--- src/rtl/synth_pkg.sv ---
package synth_pkg;
  localparam int REF_W = 8;

  typedef struct packed {
    logic             pumpOff;
    logic             forceSink;
    logic             forceSource;
    logic             showRef;
    logic             showDiv;
    logic [REF_W-1:0] refRatio;
  } synth_ctrl_t;
endpackage

--- src/rtl/synth_cntdiv.sv ---
module synth_cntdiv #(
  parameter int W = 8
) (
  input  logic         clk,
  input  logic         rstN,
  input  logic         tick,
  input  logic [W-1:0] reloadVal,
  output logic         term,
  output logic [W-1:0] cnt
);
  // counts down to zero; the reload value is sampled only at terminal count
  assign term = tick && (cnt == '0);

  always_ff @(posedge clk or negedge rstN) begin
    if (!rstN)      cnt <= '0;
    else if (term)  cnt <= reloadVal;
    else if (tick)  cnt <= cnt - 1'b1;
  end
endmodule

--- src/rtl/synth_ctrl.sv ---
module synth_ctrl
  import synth_pkg::*;
#(
  parameter int WIN_W        = 8,
  parameter int ERR_W        = 16,
  parameter int LOCK_PERIODS = 8
) (
  input  logic             clk,
  input  logic             rstN,
  input  logic             ratioSelA,
  input  logic             ratioSelB,
  input  logic [2:0]       testCode,
  input  logic [WIN_W-1:0] lockWin,
  input  logic             cmpDone,
  input  logic [ERR_W-1:0] cmpErr,
  output synth_ctrl_t      ctrl,
  output logic             lockFlag
);
  localparam int CNT_W = $clog2(LOCK_PERIODS + 1);

  logic [CNT_W-1:0] goodCnt;
  logic [ERR_W-1:0] winExt;
  logic             inWin;

  always_comb begin
    ctrl.pumpOff     = (testCode[2:1] == 2'b01);
    ctrl.forceSink   = (testCode == 3'b110);
    ctrl.forceSource = (testCode == 3'b111);
    ctrl.showRef     = (testCode == 3'b100);
    ctrl.showDiv     = (testCode == 3'b101);
    if (!ratioSelB)      ctrl.refRatio = REF_W'(80);
    else if (!ratioSelA) ctrl.refRatio = REF_W'(128);
    else                 ctrl.refRatio = REF_W'(64);
  end

  assign winExt = ERR_W'(lockWin);
  assign inWin  = (cmpErr <= winExt);

  always_ff @(posedge clk or negedge rstN) begin
    if (!rstN) goodCnt <= '0;
    else if (cmpDone) begin
      if (!inWin)                              goodCnt <= '0;
      else if (goodCnt != CNT_W'(LOCK_PERIODS)) goodCnt <= goodCnt + 1'b1;
    end
  end

  assign lockFlag = (goodCnt == CNT_W'(LOCK_PERIODS));

  AST_LOCK_DROP: assert property (@(posedge clk) disable iff (!rstN)
    (cmpDone && (cmpErr > winExt)) |=> !lockFlag);
  AST_LOCK_RISE: assert property (@(posedge clk) disable iff (!rstN)
    $rose(lockFlag) |-> $past(cmpDone));
endmodule

--- src/rtl/synth_dpath.sv ---
module synth_dpath
  import synth_pkg::*;
#(
  parameter int N_W   = 15,
  parameter int ERR_W = 16
) (
  input  logic             clk,
  input  logic             rstN,
  input  logic             refTick,
  input  logic             vcoTick,
  input  logic [N_W-1:0]   divN,
  input  synth_ctrl_t      ctrl,
  input  logic             lockFlag,
  output logic             pumpUp,
  output logic             pumpDn,
  output logic             testPin,
  output logic             cmpDone,
  output logic [ERR_W-1:0] cmpErr
);
  logic             refTerm, divTerm;
  logic [REF_W-1:0] refCnt, curRatio;
  logic [N_W-1:0]   divCnt;
  logic             halfDiv, refWave;
  logic             upQ, dnQ, bothQ;
  logic [ERR_W-1:0] errCnt;

  synth_cntdiv #(.W(REF_W)) u_refDiv (
    .clk(clk), .rstN(rstN), .tick(refTick),
    .reloadVal(ctrl.refRatio - 1'b1), .term(refTerm), .cnt(refCnt)
  );

  synth_cntdiv #(.W(N_W)) u_progDiv (
    .clk(clk), .rstN(rstN), .tick(vcoTick),
    .reloadVal(divN - 1'b1), .term(divTerm), .cnt(divCnt)
  );

  // ratio in force for the running reference period
  always_ff @(posedge clk or negedge rstN) begin
    if (!rstN)        curRatio <= '0;
    else if (refTerm) curRatio <= ctrl.refRatio;
  end

  always_ff @(posedge clk or negedge rstN) begin
    if (!rstN)        halfDiv <= 1'b0;
    else if (divTerm) halfDiv <= !halfDiv;
  end

  assign refWave = (refCnt >= (curRatio >> 1));

  // phase-frequency detector with common clear
  assign bothQ = upQ && dnQ;

  always_ff @(posedge clk or negedge rstN) begin
    if (!rstN) begin
      upQ <= 1'b0;
      dnQ <= 1'b0;
    end else if (bothQ) begin
      upQ <= 1'b0;
      dnQ <= 1'b0;
    end else begin
      upQ <= upQ || refTerm;
      dnQ <= dnQ || divTerm;
    end
  end

  // phase error: cycles with exactly one side pending
  always_ff @(posedge clk or negedge rstN) begin
    if (!rstN)                          errCnt <= '0;
    else if (bothQ)                     errCnt <= '0;
    else if ((upQ ^ dnQ) && !(&errCnt)) errCnt <= errCnt + 1'b1;
  end

  assign cmpDone = bothQ;
  assign cmpErr  = errCnt;

  always_comb begin
    pumpUp = upQ;
    pumpDn = dnQ;
    if (ctrl.pumpOff) begin
      pumpUp = 1'b0;
      pumpDn = 1'b0;
    end else if (ctrl.forceSink) begin
      pumpUp = 1'b0;
      pumpDn = 1'b1;
    end else if (ctrl.forceSource) begin
      pumpUp = 1'b1;
      pumpDn = 1'b0;
    end
  end

  always_comb begin
    if (ctrl.showRef)      testPin = refWave;
    else if (ctrl.showDiv) testPin = halfDiv;
    else                   testPin = !lockFlag;
  end

  AST_PFD_SINGLE: assert property (@(posedge clk) disable iff (!rstN)
    (upQ && dnQ) |=> !(upQ && dnQ));
endmodule

--- src/rtl/synth_core.sv ---
module synth_core
  import synth_pkg::*;
#(
  parameter int N_W          = 15,
  parameter int WIN_W        = 8,
  parameter int ERR_W        = 16,
  parameter int LOCK_PERIODS = 8
) (
  input  logic             clk,
  input  logic             rstN,
  input  logic             refTick,
  input  logic             vcoTick,
  input  logic             ratioSelA,
  input  logic             ratioSelB,
  input  logic [N_W-1:0]   divN,
  input  logic [2:0]       testCode,
  input  logic             outOff,
  input  logic             pumpHigh,
  input  logic [WIN_W-1:0] lockWin,
  output logic             pumpUp,
  output logic             pumpDn,
  output logic             pumpHiCur,
  output logic             tuneEn,
  output logic             testPin,
  output logic             lockFlag
);
  synth_ctrl_t      ctrl;
  logic             cmpDone;
  logic [ERR_W-1:0] cmpErr;

  synth_ctrl #(.WIN_W(WIN_W), .ERR_W(ERR_W), .LOCK_PERIODS(LOCK_PERIODS)) u_ctrl (
    .clk(clk), .rstN(rstN), .ratioSelA(ratioSelA), .ratioSelB(ratioSelB),
    .testCode(testCode), .lockWin(lockWin), .cmpDone(cmpDone), .cmpErr(cmpErr),
    .ctrl(ctrl), .lockFlag(lockFlag)
  );

  synth_dpath #(.N_W(N_W), .ERR_W(ERR_W)) u_dpath (
    .clk(clk), .rstN(rstN), .refTick(refTick), .vcoTick(vcoTick), .divN(divN),
    .ctrl(ctrl), .lockFlag(lockFlag), .pumpUp(pumpUp), .pumpDn(pumpDn),
    .testPin(testPin), .cmpDone(cmpDone), .cmpErr(cmpErr)
  );

  assign tuneEn    = !outOff;
  assign pumpHiCur = pumpHigh;

  AST_PUMP_OFF: assert property (@(posedge clk) disable iff (!rstN)
    (testCode[2:1] == 2'b01) |-> (!pumpUp && !pumpDn));
  AST_FORCE_SINK: assert property (@(posedge clk) disable iff (!rstN)
    (testCode == 3'b110) |-> (pumpDn && !pumpUp));
  AST_FORCE_SOURCE: assert property (@(posedge clk) disable iff (!rstN)
    (testCode == 3'b111) |-> (pumpUp && !pumpDn));
  AST_LOCK_PIN: assert property (@(posedge clk) disable iff (!rstN)
    ((testCode != 3'b100) && (testCode != 3'b101)) |-> (testPin == !lockFlag));
endmodule

--- config.mk ---
export PLATFORM = sky130hd
export DESIGN_NAME = synth_core
export DESIGN_NICKNAME = d
export VERILOG_FILES = /design/src/rtl/synth_pkg.sv /design/src/rtl/synth_cntdiv.sv /design/src/rtl/synth_ctrl.sv /design/src/rtl/synth_dpath.sv /design/src/rtl/synth_core.sv
export SDC_FILE = /design/constraint.sdc
export NUM_CORES = 1
export LEC_CHECK = 0
export BUFFER_PORTS_ARGS = -buffer_cell sky130_fd_sc_hd__buf_2
export CAP_MARGIN = 5
export CORE_ASPECT_RATIO = 0.8
export CORE_MARGIN = 3
export CORE_UTILIZATION = 30
export CTS_CLUSTER_DIAMETER = 50
export DETAILED_ROUTE_END_ITERATION = 12
export PLACE_DENSITY = 0.48
export SYNTH_ARGS = -nofsm -noshare
export SYNTH_HDL_FRONTEND = slang
export SYNTH_HIERARCHICAL = 1
export SYNTH_SLANG_ARGS = --single-unit
--- constraint.sdc ---
create_clock -name clk -period 2.8 [get_ports clk]
set_clock_uncertainty 0.05 [all_clocks]
set_input_delay 0.56 -clock clk [delete_from_list [all_inputs] [get_ports clk]]
set_output_delay 0.56 -clock clk [all_outputs]
set_load 0.005 [all_outputs]
==> results of run 1 <==
-- cells in the final DEF (no fill, tap or decap), types with 6 or more instances in the layout --
| cell | count |
|---|---|
| dfrtp_1 | 53 |
| inv_1 | 46 |
| nor2_1 | 39 |
| buf_2 | 37 |
| nand2_1 | 34 |
| ha_1 | 24 |
| o21ai_0 | 23 |
| nor3_1 | 21 |
| xor2_1 | 20 |
| nand3_1 | 19 |
| nor4_1 | 12 |
| a21oi_1 | 10 |
| buf_4 | 8 |
| or3_1 | 8 |
| or4_1 | 8 |
| nand2b_1 | 7 |
| xnor2_1 | 7 |
| mux2i_1 | 7 |
| a211oi_1 | 6 |
| o211ai_1 | 6 |
-- worst max-delay path, delay by kind of cell, from the launching register on --
| kind | cells | cell delay [ns] |
|---|---|---|
| AND/OR/NAND/NOR | 2 | 0.45 |
| buffers and inverters | 2 | 0.20 |
| flip-flops | 1 | 0.38 |
| adder cells (fa/ha/maj) | 1 | 0.26 |
| AO/OA/AOI/OAI | 3 | 0.41 |
-- sequential cells by signal, indices dropped and copies added, names as in the netlist --
register and flops:
u_ctrl/goodCnt 4, u_dpath/u_progDiv/cnt 15, u_dpath/cmpErr 16, u_dpath/halfDiv 1, u_dpath/dnQ 1, u_dpath/u_refDiv/cnt 8, u_dpath/upQ 1, u_dpath/curRatio 7
-- layer usage --
layer	vias to the layer above	GRT usage, %	share of wire [%]	wire length (um)
li1	1699	-	-	-
met1	1551	19.2	52	4750
met2	68	19.9	43	3880
met3	6	2.47	3.9	358
met4	0	3.49	1.1	104
met5	-	0	0	0
-- stage by stage --
stage / hold WS [ns] / total power [mW] / setup WS [ns] / instances / area (sq um)
floorplan: 0.214 / 1.93 / 0.585 / 465 / 3960
global placement: 0.407 / 2.17 / 0.439 / 659 / 4300
detailed placement: 0.407 / 2.19 / 0.409 / 659 / 4300
CTS: 0.206 / 2.86 / 0.156 / 667 / 4440
global route: 0.226 / 3.08 / 0.0694 / 667 / 4440
finish: 0.187 / 2.81 / 0.193 / 667 / 4440
-- worst max path at each step --
stage / to / slack [ns] / depth (start not counted) / from
after floorplan: u_dpath/u_progDiv/cnt[2] / 0.59 / 5 / u_dpath/u_progDiv/cnt[9]
after global placement: u_dpath/u_progDiv/cnt[13] / 0.44 / 8 / divN[5]
after detailed placement: u_dpath/u_progDiv/cnt[13] / 0.41 / 8 / divN[5]
after CTS: testPin / 0.16 / 8 / u_dpath/u_refDiv/cnt[0]
after global routing: testPin / 0.07 / 8 / u_dpath/u_refDiv/cnt[0]
final: testPin / 0.19 / 8 / u_dpath/u_refDiv/cnt[0]
-- kinds of logic after synthesis --
group                      count (synthesis)  share of synthesized area, %
and+or+nand+nor                          195                          28.3
AOI/OAI and AO/OA                         83                          14.5
buffers and inverters                     69                          7.58
DFF                                       53                          33.6
xor gates and xnor gates                  27                          5.99
adders and majority gates                 24                          7.61
muxes                                      9                          2.35
other                                      1                        0.0951
-- power groups by stage --
stage	combinational (mW)	sequential (mW)	clock, mW
2_1_floorplan	0.817	1.11	0
3_3_place_gp	0.958	1.21	0
3_5_place_dp	0.973	1.22	0
4_1_cts	0.983	1.20	0.669
5_1_grt	1.13	1.25	0.703
6_report	0.975	1.20	0.635
-- layout make-up --
cell class | instances | area (sq um) | area share, %
tap | 171 | 214 | 4.82
inverter | 47 | 176 | 3.97
clock buffer | 5 | 125 | 2.82
timing repair buffer | 45 | 245 | 5.52
sequential | 53 | 1330 | 29.9
clock inverter | 3 | 21.3 | 0.479
multi-input combinational | 343 | 2330 | 52.5
==> impl_metrics.ini, run 1 <==
[synthesis]
synthTopCellsByArea = dfrtp_1 (34%), ha_1 (7.6%), xor2_1 (4.4%), inv_1 (4.4%), nor2_1 (3.7%)
synth-seq-cells = 53
synth_cells = 461
synthesis.area_sq_um = 3950
yosysMostFrequentCell = dfrtp_1
synth.avg_cell_area_sq_um = 8.56
synth.distinct_cells = 69
yosys_warnings = 6
synth_common_cells = dfrtp_1 (53), inv_1 (46), nor2_1 (39)
synthFlopType = dfrtp_1
yosysTopAreaCellShare_pct = 33.6
yosysTopAreaCell = dfrtp_1
yosysSeqAreaShare_pct = 33.6
async_flop_share_pct = 100
synth_edf_count = 0

[power]
power_leakage_nw = 2.00
swShare_pct = 37.6
vdd_drop_max_v = 0.000246
p_clk_share_pct = 22.5
power_density_nw_per_um2 = 634
p_switching_mw = 1.06
combPwrFrac_pct = 34.7
seqPwrFrac_pct = 42.8
p_int_mw = 1.76

[floorplanning]
io_pins = 40
rows = 36
dieHeight_um = 109
core_sq_um = 12500
start_util_pct = 31.5
die_w_um = 134
dieArea_sq_um = 14600

[global_routing]
grt_overflow_total = 0
track_usage_pct = 13.1
grt_pass1_vias = 3198
antenna_found_initial = 0
grt_max_degree = 23
grt_pass1_wl_mm = 15.7

[detailed_routing]
drt_first_pass_iters = 5
wl_mm = 9.09
vias = 3324
vias_per_cell = 4.98
wl_per_cell_um = 13.6
ant_nets = 0
drc_errors = 0
drt_iter0_drc = 230

[setup_path]
crit_type = register to output port
reg2reg_to = u_dpath/u_progDiv/cnt[2]
r2r_start = u_dpath/u_progDiv/cnt[9]
end_kind = output port
reg2reg_setup_slack_ns = 0.47
startpoint_type = register
arrival_ns = 2.00
slowest_stage = dfrtp_1
rr_worst_depth = 4
cp.required_ns = 2.19
slowest_delay_ns = 0.38
critPathMaxFanout = 4
crit_path_cell_trace = inv_1 > ha_1 > nand2b_1 > a21o_1 > a211oi_1 > or3_1 > a31oi_1 > buf_2

[clock_network]
tritoncts = yes
clkTransAtPathRegs_ns = 0.07
clkLatencyLatePin_ns = 0.30
clock-sinks = 53
clockRootBuffer = clkbuf_16
cts_setup_buffers = 0
h-tree-depth = 2
postCtsHoldBufs = 0
cts_made_buffers = 5
clockBufferDepth = 2
cts_resized = 0

[layout]
layout-area-overhead-vs-synth_pct = 12.6
layout-drive-gt1-share_pct = 15.1
antenna_cells = 0
fillCellCount = 1358
final_util_pct = 35.5
fin_nets = 553

[worst_hold_path]
hp-class = input port to async pin

[run_status]
outcome = finished, final reports clean

[placed_design]
numPortBuffers = 37
place_hpwl_mm = 6.90
place_congestion = 0.798

[sta]
max_slew.worst_pin.slew_ns = 0.858
setup_viol = 0
min_period_over_period_pct = 93.1
fmax_mhz = 384
fin_crit_ns = 2.61
slew_headroom_pct = 42.8
drv_slew = 0
rsz0062_at_grt = false
hold_viol_final = 0
fin_setup_tns_ns = 0

[run]
max_cap_viol_count = 0
No activity file was read; power rests on OpenSTA's default activity.
==> run 2, diff against run 1 <==
--- a/config.mk
+++ b/config.mk
@@ -13,6 +13,7 @@
 export CTS_CLUSTER_DIAMETER = 50
 export DETAILED_ROUTE_END_ITERATION = 12
 export PLACE_DENSITY = 0.48
+export RECOVER_POWER = 100
 export SYNTH_ARGS = -nofsm -noshare
 export SYNTH_HDL_FRONTEND = slang
 export SYNTH_HIERARCHICAL = 1
==> constraint.sdc (replaced) <==
create_clock -name clk -period 2.51 [get_ports clk]
set_clock_uncertainty 0.05 [all_clocks]
set_input_delay 0.502 -clock clk [delete_from_list [all_inputs] [get_ports clk]]
set_output_delay 0.502 -clock clk [all_outputs]
set_load 0.005 [all_outputs]
==> run 2 against run 1 <==
Against the previous run: the run now ends with max-capacitance violations, max-slew violations left; flip-flop and latch count is the same; combinational power grew 15%; via count grew 0.66%; non-clock buffer count grew 7; critical endpoint unchanged; clock power grew 28%; first-iteration DRC count grew 0.43%; critical path depth shrank 1; count of clock-buffer cells in the layout grew 2; worst setup slack lost 0.11 ns; largest cell class unchanged; register-to-register slack lost 0.25 ns; cell count grew 1.0%; routed wire length shrank 0.52%.
==> impl_metrics.ini, run 2 (synthesized netlist as in run 1, its figures left out) <==
[worst_hold_path]
hold_depth = 1
hold_path.startpoint = u_dpath/halfDiv
hp-class = register to register
holdPathEnd = u_dpath/halfDiv

[sta]
fin_crit_ns = 2.42
slew_headroom_pct = -27.0
drv_slew = 35
fmax_mhz = 413
fin_setup_tns_ns = 0
hold_viol_final = 0
setup_viol = 0
rsz0062_at_grt = true
max_slew.worst_pin.slew_ns = 1.90
min_period_over_period_pct = 96.6

[layout]
fillCellCount = 1334
largest_reg_flops = 16
ff_latch_area_sq_um = 1330
final_cell_mix = dfrtp_1 (53), inv_1 (46), nor2_1 (39)
layout-drive-gt1-share_pct = 14.1
multi_input_area_sq_um = 2310
final_common_cell = dfrtp_1
antenna_cells = 0
reg_top3 = u_dpath/cmpErr x16, u_dpath/u_progDiv/cnt x15, u_dpath/u_refDiv/cnt x8
fin_nets = 560
layout-area-overhead-vs-synth_pct = 13.4
regMostFlops = u_dpath/cmpErr

[clock_network]
clock-sinks = 53
clkTransAtPathRegs_ns = 0.07
clkLatencyLatePin_ns = 0.29
clockRootBuffer = clkbuf_16
tritoncts = yes
cts_made_buffers = 5
clockBufferDepth = 2
postCtsHoldBufs = 0
h-tree-depth = 2

[floorplanning]
rows = 36
die_w_um = 134
dieArea_sq_um = 14600
io_pins = 40
core_sq_um = 12500
dieHeight_um = 109
start_util_pct = 31.5

[global_routing]
grt_pass1_vias = 3160
grt_pass1_wl_mm = 15.4
grt_overflow_total = 0
antenna_found_initial = 0
grt_max_degree = 35
track_usage_pct = 13.0

[setup_path]
crit_type = register to output port
end_kind = output port
startpoint_type = register
cp.required_ns = 1.96
reg2reg_setup_slack_ns = 0.22
arrival_ns = 1.87
rr_worst_depth = 6
critPathMaxFanout = 2
reg2reg_to = u_dpath/cmpErr[1]
r2r_start = u_dpath/cmpErr[0]

[detailed_routing]
drt_iter0_drc = 231
drc_errors = 0
wl_mm = 9.04
ant_nets = 0
drt_first_pass_iters = 4
wl_per_cell_um = 13.4
vias = 3346
vias_per_cell = 4.96

[power]
power_leakage_nw = 2.02
power.total_mw = 3.25
power_density_nw_per_um2 = 726
vdd_drop_max_v = 0.000285

[placed_design]
numPortBuffers = 37
place_congestion = 0.829
place_hpwl_mm = 7.01

[run_status]
violations = max-capacitance violations, max-slew violations
outcome = complete, but fails checks

[run]
max_cap_viol_count = 1
run 2: cell count changes in the layout (fill, tap and decap cells not counted), moves of 2 or more:
| cell | delta |
|---|---|
| clkbuf_1 | +7 |
| buf_2 | -3 |
| clkbuf_2 | +3 |
| o21ai_0 | +2 |
| o21ai_1 | -2 |
| or4_1 | +2 |
| or4_4 | -2 |
run 2: worst max-delay path by stage:
stage                                   startpoint                        end  slack [ns]  cells past startpoint
final                          u_dpath/curRatio[1]                    testPin        0.09                      7
after CTS                  u_dpath/u_refDiv/cnt[0]                    testPin        0.04                      8
after floorplan           u_dpath/u_progDiv/cnt[9]   u_dpath/u_progDiv/cnt[2]        0.30                      5
after global routing           u_dpath/curRatio[1]                    testPin       -0.04                      7
after detailed placement                   divN[5]  u_dpath/u_progDiv/cnt[13]        0.17                      8
after global placement                     divN[5]  u_dpath/u_progDiv/cnt[13]        0.21                      8
run 2: power by group:
part | switching (mW) | internal [mW]
registers | 0.242 | 1.07
logic | 0.594 | 0.530
clock network | 0.315 | 0.499
run 2: through the flow:
stage | utilization, % | cells | setup WS [ns] | area (sq um) | hold WS (ns)
floorplan | - | 465 | 0.295 | 3960 | 0.156
global placement | 34.6 | 664 | 0.207 | 4330 | 0.406
detailed placement | 34.6 | 664 | 0.168 | 4330 | 0.413
CTS | 36.1 | 673 | 0.0413 | 4510 | 0.270
global route | 35.7 | 674 | -0.0436 | 4470 | 0.435
finish | 35.7 | 674 | 0.0866 | 4470 | 0.417
run 2: critical path: stages, from the launching register on:
cell and delay, ns:
dfrtp_1 0.38, ha_1 0.28, nand2b_4 0.11, a21o_1 0.11, a211oi_1 0.06, or3_1 0.32, a31oi_1 0.19, buf_2 0.14
run 2: layout make-up:
type | instances | share of cell area, %
Multi-Input combinational cell | 343 | 51.6
Sequential cell | 53 | 29.7
Timing Repair Buffer | 52 | 6.15
Tap cell | 171 | 4.78
Inverter | 47 | 3.94
Clock buffer | 7 | 3.19
Clock inverter | 1 | 0.671
run 2: per-layer routing:
layer | vias to the layer above | wire length [um] | part of all wire [%] | track usage [%]
met1 | 1545 | 4530 | 50 | 18.9
met3 | 7 | 429 | 4.7 | 2.37
met2 | 70 | 3990 | 44 | 20.0
li1 | 1724 | - | - | -
met5 | - | 0 | 0 | 0
met4 | 0 | 96 | 1.1 | 3.05
run 2: what timing repair did:
action	CTS	global route
hold endpoints to repair	0	0
setup buffers	1	1
resized for setup	0	1
endpoints found under the setup margin	1	1
pin swaps	1	3
